`src/rtl/pcm_sig_tx_pkg.sv`:
```
package pcm_sig_tx_pkg;

    localparam int WORD_W      = 8;
    localparam int FRAME_CYCLE = 12;
    localparam int SIG_GAP     = 6;
    localparam int SYNC_DEPTH  = 2;

    typedef enum logic [1:0] {
        SLOT_NONE = 2'd0,
        SLOT_A    = 2'd1,
        SLOT_B    = 2'd2
    } slot_e;

    // Signaling slot of a frame, given the count of frames already loaded in the cycle
    function automatic slot_e slot_of(input int unsigned done, input int unsigned gap,
                                      input int unsigned cycle);
        if (done == gap - 1)
            return SLOT_A;
        else if (done == cycle - 1)
            return SLOT_B;
        else
            return SLOT_NONE;
    endfunction

endpackage

```
`src/rtl/pcm_edge_sync.sv`:
```
module pcm_edge_sync #(
    parameter int STAGES = pcm_sig_tx_pkg::SYNC_DEPTH
) (
    input  logic clk,
    input  logic rst,
    input  logic async_i,
    output logic rise_o
);
    logic [STAGES-1:0] chain;
    logic              last;

    always_ff @(posedge clk) begin
        if (rst) begin
            chain <= '0;
            last  <= 1'b0;
        end else begin
            chain <= {chain[STAGES-2:0], async_i};
            last  <= chain[STAGES-1];
        end
    end

    assign rise_o = chain[STAGES-1] & ~last;

    AST_RISE_ONE_CYCLE: assert property (@(posedge clk) disable iff (rst)
        rise_o |=> !rise_o);
endmodule

```
`src/rtl/pcm_frame_seq.sv`:
```
module pcm_frame_seq
    import pcm_sig_tx_pkg::*;
#(
    parameter int W     = WORD_W,
    parameter int CYCLE = FRAME_CYCLE,
    parameter int GAP   = SIG_GAP
) (
    input  logic         clk,
    input  logic         rst,
    input  logic         load_i,
    input  logic [W-1:0] word_i,
    input  logic         sig_a_i,
    input  logic         sig_b_i,
    input  logic         invert_i,
    input  logic         common_i,
    output logic [W-1:0] word_o,
    output logic         sig_hold_o
);
    localparam int CNW = $clog2(CYCLE);

    logic [CNW-1:0] done_cnt;
    slot_e          slot;
    logic           sig_bit;

    always_comb begin
        slot    = slot_of(int'(done_cnt), GAP, CYCLE);
        sig_bit = ((slot == SLOT_A) ? sig_a_i : sig_b_i) ^ invert_i;
        if (!common_i && slot != SLOT_NONE)
            word_o = {word_i[W-1:1], sig_bit};
        else
            word_o = word_i;
    end

    always_ff @(posedge clk) begin
        if (rst) begin
            done_cnt   <= '0;
            sig_hold_o <= 1'b0;
        end else if (load_i) begin
            done_cnt <= (done_cnt == CNW'(CYCLE - 1)) ? '0 : done_cnt + 1'b1;
            if (common_i && slot != SLOT_NONE)
                sig_hold_o <= sig_bit;
        end
    end

    AST_COUNT_BOUND: assert property (@(posedge clk) disable iff (rst)
        done_cnt < CNW'(CYCLE));
    AST_COUNT_STEADY: assert property (@(posedge clk) disable iff (rst)
        !load_i |=> $stable(done_cnt));
    AST_SIG_HOLD_STEADY: assert property (@(posedge clk) disable iff (rst)
        !load_i |=> $stable(sig_hold_o));
endmodule

```
`src/rtl/pcm_shift_out.sv`:
```
module pcm_shift_out #(
    parameter int W = pcm_sig_tx_pkg::WORD_W
) (
    input  logic         clk,
    input  logic         rst,
    input  logic         load_i,
    input  logic [W-1:0] word_i,
    input  logic         step_i,
    output logic         data_o,
    output logic         oe_o
);
    localparam int CW = $clog2(W);

    logic [W-1:0]  shreg;
    logic [CW-1:0] idx;
    logic          active;

    always_ff @(posedge clk) begin
        if (rst) begin
            shreg  <= '0;
            idx    <= '0;
            active <= 1'b0;
        end else if (load_i) begin
            shreg  <= word_i;
            idx    <= '0;
            active <= 1'b1;
        end else if (active && step_i) begin
            if (idx == CW'(W - 1))
                active <= 1'b0;
            idx   <= idx + 1'b1;
            shreg <= {shreg[W-2:0], 1'b0};
        end
    end

    assign data_o = active & shreg[W-1];
    assign oe_o   = active;

    AST_START_AFTER_LOAD: assert property (@(posedge clk) disable iff (rst)
        $rose(active) |-> $past(load_i));
    AST_HOLD_WITHOUT_STEP: assert property (@(posedge clk) disable iff (rst)
        (!load_i && !step_i) |=> ($stable(shreg) && $stable(active)));
    AST_END_AFTER_LAST: assert property (@(posedge clk) disable iff (rst)
        $fell(active) |-> ($past(idx) == CW'(W - 1)));
endmodule

```
`src/rtl/pcm_sig_tx.sv`:
```
module pcm_sig_tx
    import pcm_sig_tx_pkg::*;
(
    input  logic              clk,
    input  logic              rst,
    input  logic              frame_strobe,
    input  logic              shift_clk,
    input  logic [WORD_W-1:0] pcm_word,
    input  logic              sig_a,
    input  logic              sig_b,
    input  logic              sig_invert,
    input  logic              common_chan,
    output logic              pcm_data,
    output logic              pcm_oe,
    output logic              sig_out
);
    logic              strobe_rise;
    logic              shift_rise;
    logic              armed;
    logic              load;
    logic [WORD_W-1:0] tx_word;
    logic              sig_hold;

    pcm_edge_sync #(.STAGES(SYNC_DEPTH)) u_strobe_sync (
        .clk(clk), .rst(rst), .async_i(frame_strobe), .rise_o(strobe_rise));

    pcm_edge_sync #(.STAGES(SYNC_DEPTH)) u_shift_sync (
        .clk(clk), .rst(rst), .async_i(shift_clk), .rise_o(shift_rise));

    always_ff @(posedge clk) begin
        if (rst)
            armed <= 1'b0;
        else
            armed <= strobe_rise | (armed & ~load);
    end

    assign load = shift_rise & armed;

    pcm_frame_seq #(.W(WORD_W), .CYCLE(FRAME_CYCLE), .GAP(SIG_GAP)) u_seq (
        .clk(clk), .rst(rst), .load_i(load), .word_i(pcm_word),
        .sig_a_i(sig_a), .sig_b_i(sig_b), .invert_i(sig_invert),
        .common_i(common_chan), .word_o(tx_word), .sig_hold_o(sig_hold));

    pcm_shift_out #(.W(WORD_W)) u_ser (
        .clk(clk), .rst(rst), .load_i(load), .word_i(tx_word),
        .step_i(shift_rise), .data_o(pcm_data), .oe_o(pcm_oe));

    assign sig_out = common_chan & sig_hold;

    AST_BUS_QUIET: assert property (@(posedge clk) disable iff (rst)
        !pcm_oe |-> !pcm_data);
    AST_NO_LOAD_UNARMED: assert property (@(posedge clk) disable iff (rst)
        (shift_rise && !armed) |=> !$rose(pcm_oe));
endmodule

```
`config.mk`:
```
export PLATFORM = sky130hd
export DESIGN_NAME = pcm_sig_tx
export DESIGN_NICKNAME = d
export VERILOG_FILES = /design/src/rtl/pcm_sig_tx_pkg.sv /design/src/rtl/pcm_edge_sync.sv /design/src/rtl/pcm_frame_seq.sv /design/src/rtl/pcm_shift_out.sv /design/src/rtl/pcm_sig_tx.sv
export SDC_FILE = /design/constraint.sdc
export NUM_CORES = 1
export LEC_CHECK = 0
export BUFFER_PORTS_ARGS = -buffer_cell sky130_fd_sc_hd__buf_2
export CAP_MARGIN = 20
export CORE_MARGIN = 3
export CORE_UTILIZATION = 57
export DETAILED_ROUTE_END_ITERATION = 7
export PLACE_DENSITY = 0.81
export SYNTH_ARGS = -nofsm -noshare
export SYNTH_HDL_FRONTEND = slang
export SYNTH_SLANG_ARGS = --single-unit
```
`constraint.sdc`:
```
create_clock -name clk -period 3.3 [get_ports clk]
set_input_delay 0.66 -clock clk [delete_from_list [all_inputs] [get_ports clk]]
set_output_delay 0.66 -clock clk [all_outputs]
set_load 0.05 [all_outputs]
```
==> results of run 1 <==
layout by cell type (no fill, tap or decap):
master / Yosys / routed
nand2_2: 1 / 1
nor3_1: 5 / 5
o41ai_2: 1 / 1
mux2i_1: 3 / 3
nand2b_1: 3 / 3
a32oi_1: 1 / 1
a21oi_1: 5 / 5
clkbuf_4: 0 / 3
nand4_1: 1 / 1
dfxtp_1: 24 / 24
a311oi_1: 3 / 3
nand3b_4: 1 / 1
o21ai_0: 6 / 6
a311o_1: 1 / 1
nand3b_1: 3 / 3
nand3_1: 4 / 4
buf_2: 3 / 18
ha_1: 4 / 4
a22oi_1: 4 / 4
nor2b_1: 7 / 7
bufinv_16: 0 / 1
nor2_1: 11 / 11
inv_1: 3 / 3
and2_1: 2 / 2
a21o_1: 1 / 1
xor2_1: 2 / 2
a211oi_1: 1 / 1
and3_1: 1 / 1
and3b_1: 1 / 1
nand2_1: 15 / 15
a21o_2: 1 / 1
stage by stage:
step	power, mW	cells	hold WS (ps)	setup WS [ps]	utilization
after global placement	0.330	158	419	1510	0.662
after detailed placement	0.331	158	430	1490	0.662
final	0.532	162	458	1310	0.692
after floorplan	0.320	123	414	1300	-
after CTS	0.540	162	459	1310	0.692
after global routing	0.555	162	474	1210	0.692
worst max-delay path: cells and delay by family, from the launching register on:
family	cells	cell delay, ps
buffers and inverters	1	250
AND/OR/NAND/NOR	1	190
flip-flops	1	580
area by class of cell:
type	count	area, sq um	share of cell area
Timing Repair Buffer	18	90.1	0.0738
Inverter	3	11.3	0.00922
Sequential cell	24	480	0.393
Clock inverter	1	30.0	0.0246
Multi-Input combinational cell	88	556	0.455
Clock buffer	3	22.5	0.0184
Tap cell	25	31.3	0.0256
power breakdown:
group | internal, mW | switching (mW)
logic | 0.0119 | 0.0146
registers | 0.295 | 0.00399
clock network | 0.123 | 0.0841
total | 0.429 | 0.103
layer usage:
layer / part of all wire / wire, um / vias up
li1: - / - / 452
met1: 0.45 / 899 / 410
met2: 0.49 / 983 / 18
met3: 0.038 / 77 / 6
met4: 0.022 / 44 / 0
met5: 0 / 0 / -
how the worst max path moves through the flow:
stage                          start              to  slack [ps]  cells after the start
6_report                  u_ser.oe_o        pcm_data        1310                      2
4_1_cts                   u_ser.oe_o        pcm_data        1310                      2
5_1_grt        u_shift_sync.chain[1]  u_ser.shreg[0]        1210                      4
3_3_place_gp             common_chan         sig_out        1510                      3
3_5_place_dp   u_shift_sync.chain[1]  u_ser.shreg[0]        1490                      4
2_1_floorplan             u_ser.oe_o        pcm_data        1300                      2
flip-flops by register name (all words and copies together) (netlist names):
name / cells
u_shift_sync.chain: 2
u_ser.oe_o: 1
u_seq.sig_hold_o: 1
u_ser.idx: 3
armed: 1
u_shift_sync.last: 1
u_strobe_sync.last: 1
u_seq.done_cnt: 4
u_ser.shreg: 8
u_strobe_sync.chain: 2
cell families after synthesis:
logic type,after synthesis,share of synthesized area
buffers and inverters,11,0.0450
xor gates and xnor gates,2,0.0162
AOI/OAI and AO/OA,24,0.157
muxes,3,0.0277
and+or+nand+nor,55,0.265
DFF,24,0.443
adders and majority gates,4,0.0461
==> metrics.txt, run 1 <==
outcome finished, final reports clean; met1 GRT Util 0.201; die height 49.6 um; die extent in x 49.6 um; Core Box Area 1760 sq um; final hold violations 0; Synth top cells by count dfxtp_1 (24), nand2_1 (15), nor2_1 (11); GR Layer Usage met3 0.0423; Routed Antenna Nets 0; reg2reg end u_ser.shreg[0]; Fin Setup TNS 0 ps; Cell variety after synth 31; Num CTS Buffers 3; # IOs 19; P_leak 0.539 nW; Resized cells post-CTS 0; cell with the most instances after synthesis dfxtp_1; number of synthesized flops with an enable pin 0; Post-Synthesis Cell Area 1080 sq um; Layout Nets 158; Min-Delay Startpoint u_shift_sync.chain[0]; WP data arrival 1330 ps; row count 15; Req. time, crit path 2640 ps; Seq/Total Area, Yosys 0.443; Hold Path Depth 1; Worst Reg-to-Reg Cells 4; share of post-route cells with drive strength above 1 0.190; Yosys warning total 0; vias 886; H-tree depth 1; Synth Instances 123; Hold Buf Count CTS 0; CP cell instances and2_1 -> buf_2; RSZ-0062 raised after global routing no; synth top area cells dfxtp_1 (44%), nand2_1 (5.2%), ha_1 (4.6%); Placer Congestion 0.771; pin count of the biggest net entering global routing 26; slowest CP cell dfxtp_1; Fmax 0.502 GHz; critical path type reg2out; total grt overflow 0; global-route wire length before repair 3.46 mm; final setup violation count 0; post-CTS setup buffers 0; worst-margin pin slew 658 ps; initial antenna violation count 0; Starting Density 0.615; DRT Pass-1 Iters 4; violation count after the first detailed-routing iteration 14; Crit path largest cell delay 580 ps; Worst Skew 5.45 ps; Worst slew margin 0.560; Post-Route WL 2.01 mm; R2R Setup Slk 1350 ps; worst r2r src u_shift_sync.chain[1]; die area 2460 sq um; diode count 0; number of synthesized register bits 24; synth-to-layout area growth 12.6%; Port Buffers 18; share of the synthesized area in the top cell type 0.443; met2 usage 0.313; synthesized net count 143; Slew Viols, Final 0; Hold Crit Class reg2reg; GRT Total Usage 0.180; CTS tree yes; post-DR wirelength/cell 12.4 um; DP HPWL 1.45 mm; TritonCTS Sinks 24; post-synth top area cell dfxtp_1; GR peak layer met2; drt drc 0; hold endpoint u_shift_sync.chain[1]; Filler Cell Count 154; maximum clock path buffer count 2; syn_area_per_cell 8.82 sq um; max_cap viols 0; CP Capture Type output pin; final period utilization 0.603; prevailing post-synth register cell dfxtp_1; clock-pin slew on the worst setup and hold paths 130 ps; startpoint types register; Final min period 1990 ps; Root Driver clkbuf_4; Max FO, Critical Path 12; vias in the first global route 846; Async SR Flop Fraction 0; pwr/cell area 436 nW/um^2; Clock Latency Late Sink 310 ps; Peak VDD IR 0.272 mV; post-route cell area 1220 sq um; vias per cell 5.47; Area after DPL 1170 sq um
Note: power is estimated with default switching activity, not from simulation.
==> run 2, diff against run 1 <==
--- a/config.mk
+++ b/config.mk
@@ -8,9 +8,9 @@
 export BUFFER_PORTS_ARGS = -buffer_cell sky130_fd_sc_hd__buf_2
 export CAP_MARGIN = 20
 export CORE_MARGIN = 3
-export CORE_UTILIZATION = 57
+export CORE_UTILIZATION = 53
 export DETAILED_ROUTE_END_ITERATION = 7
-export PLACE_DENSITY = 0.81
+export PLACE_DENSITY = 0.76
 export SYNTH_ARGS = -nofsm -noshare
 export SYNTH_HDL_FRONTEND = slang
 export SYNTH_SLANG_ARGS = --single-unit
==> constraint.sdc (replaced) <==
create_clock -name clk -period 1.85 [get_ports clk]
set_input_delay 0.37 -clock clk [delete_from_list [all_inputs] [get_ports clk]]
set_output_delay 0.37 -clock clk [all_outputs]
set_load 0.05 [all_outputs]
==> run 2 against run 1 <==
Effect of this change:
- wire length is 4.0% higher
- via count is 1.5% higher
- hold slack worse by 200 ps
- register-to-register slack worse by 970 ps
- sequential share of layout area is 0.94 points lower
- critical path depth stayed put
- largest power group unchanged
==> metrics.txt, run 2 (same netlist as run 1, synthesis figures left out) <==
slowest CP cell dfxtp_1; Peak VDD IR 0.673 mV; commonest non-fill, non-tap cells in the layout dfxtp_1 (24), buf_2 (18), nand2_1 (15); Layout Nets 162; Num CTS Buffers 3; Crit path largest cell delay 510 ps; Fmax 0.619 GHz; synth-to-layout area growth 15.3%; P_leak 0.558 nW; violation count after the first detailed-routing iteration 22; row count 15; Worst slew margin 0.541; die height 51.2 um; Top Registers u_ser.shreg x8, u_seq.done_cnt x4, u_ser.idx x3; Area after DPL 1200 sq um; Starting Density 0.596; Hold WS 258 ps; outcome finished, final reports clean; clock-pin slew on the worst setup and hold paths 130 ps; WP data arrival 1250 ps; Tot Pwr 961 uW; final setup violation count 0; pwr/cell area 768 nW/um^2; multi-input combinational cell area 556 sq um; final worst slack 235 ps; die extent in x 51.2 um; global-route wire length before repair 3.73 mm; final period utilization 0.873; max_cap viols 0; diode count 0; maximum clock path buffer count 2; # IOs 19; Fin Setup TNS 0 ps; critical path type reg2out; Core Box Area 1820 sq um; worst-margin pin slew 681 ps; H-tree depth 1; Max FO, Critical Path 9; Root Driver clkbuf_4; post-route cell area 1250 sq um; Routed Antenna Nets 0; Clock Latency Late Sink 310 ps; Hold Buf Count CTS 0; Resized cells post-CTS 0; post-DR wirelength/cell 12.6 um; vias in the first global route 877; Place WS 401 ps; RSZ-0062 raised after global routing no; Port Buffers 18; post-CTS setup buffers 0; pin count of the biggest net entering global routing 25; CP Capture Type output pin; Slew Viols, Final 0; TritonCTS Sinks 24; DP HPWL 1.55 mm; Cell Count, Final, Fillers Out 166; CTS tree yes; commonest non-fill, non-tap cell in the layout dfxtp_1; max reg flops 8; Hold Crit Class in2reg; die area 2630 sq um; startpoint types register; DRT Pass-1 Iters 4; total grt overflow 0; Final min period 1620 ps; vias per cell 5.42; share of post-route cells with drive strength above 1 0.213; Req. time, crit path 1480 ps; Post-Route WL 2.09 mm; CP cell instances and2_1 -> buf_2; Filler Cell Count 158; drt drc 0; final design utilization 0.687; final hold violations 0; Worst Skew 3.69 ps; largest reg by FF count u_ser.shreg; Cells after DPL 162; vias 899; GRT Total Usage 0.186; Placer Congestion 0.758; Reg area 480 sq um; initial antenna violation count 0
-- run 2: cell count changes in the layout (fill, tap and decap cells not counted) --
cell	before	now
buf_4	0	4
-- run 2: final cells by class --
type,instances,share of cell area
Sequential cell,24,0.384
Clock inverter,1,0.0240
Tap cell,25,0.0250
Inverter,3,0.00900
Multi-Input combinational cell,88,0.444
Timing Repair Buffer,22,0.0960
Clock buffer,3,0.0180
-- run 2: path summary, 6_finish.rpt --
check | endpoint | cells past startpoint | from | slack [ps]
max | pcm_data | 2 | u_ser.oe_o | 230
min | u_shift_sync.chain[0] | 2 | shift_clk | 260
max reg2reg | u_ser.shreg[0] | 5 | u_seq.done_cnt[0] | 380
min reg2reg | u_shift_sync.chain[1] | 1 | u_shift_sync.chain[0] | 460
-- run 2: critical path: cells and delay by family (launching register included) --
kind	cells	cell delay [ps]
buffers and inverters	1	250
DFF	1	510
and+or+nand+nor	1	170
-- run 2: routing by layer --
layer,wire [um],GRT usage,vias up
met5,0,0,-
met4,9,0.0524,0
met3,104,0.0525,2
met2,1010,0.339,21
met1,959,0.209,417
li1,-,-,459
-- run 2: power breakdown --
part | switching (mW) | internal (mW) | total [mW]
Sequential | 0.00694 | 0.526 | 0.532
Clock | 0.158 | 0.219 | 0.377
Combinational | 0.0272 | 0.0243 | 0.0514
Total | 0.192 | 0.769 | 0.961
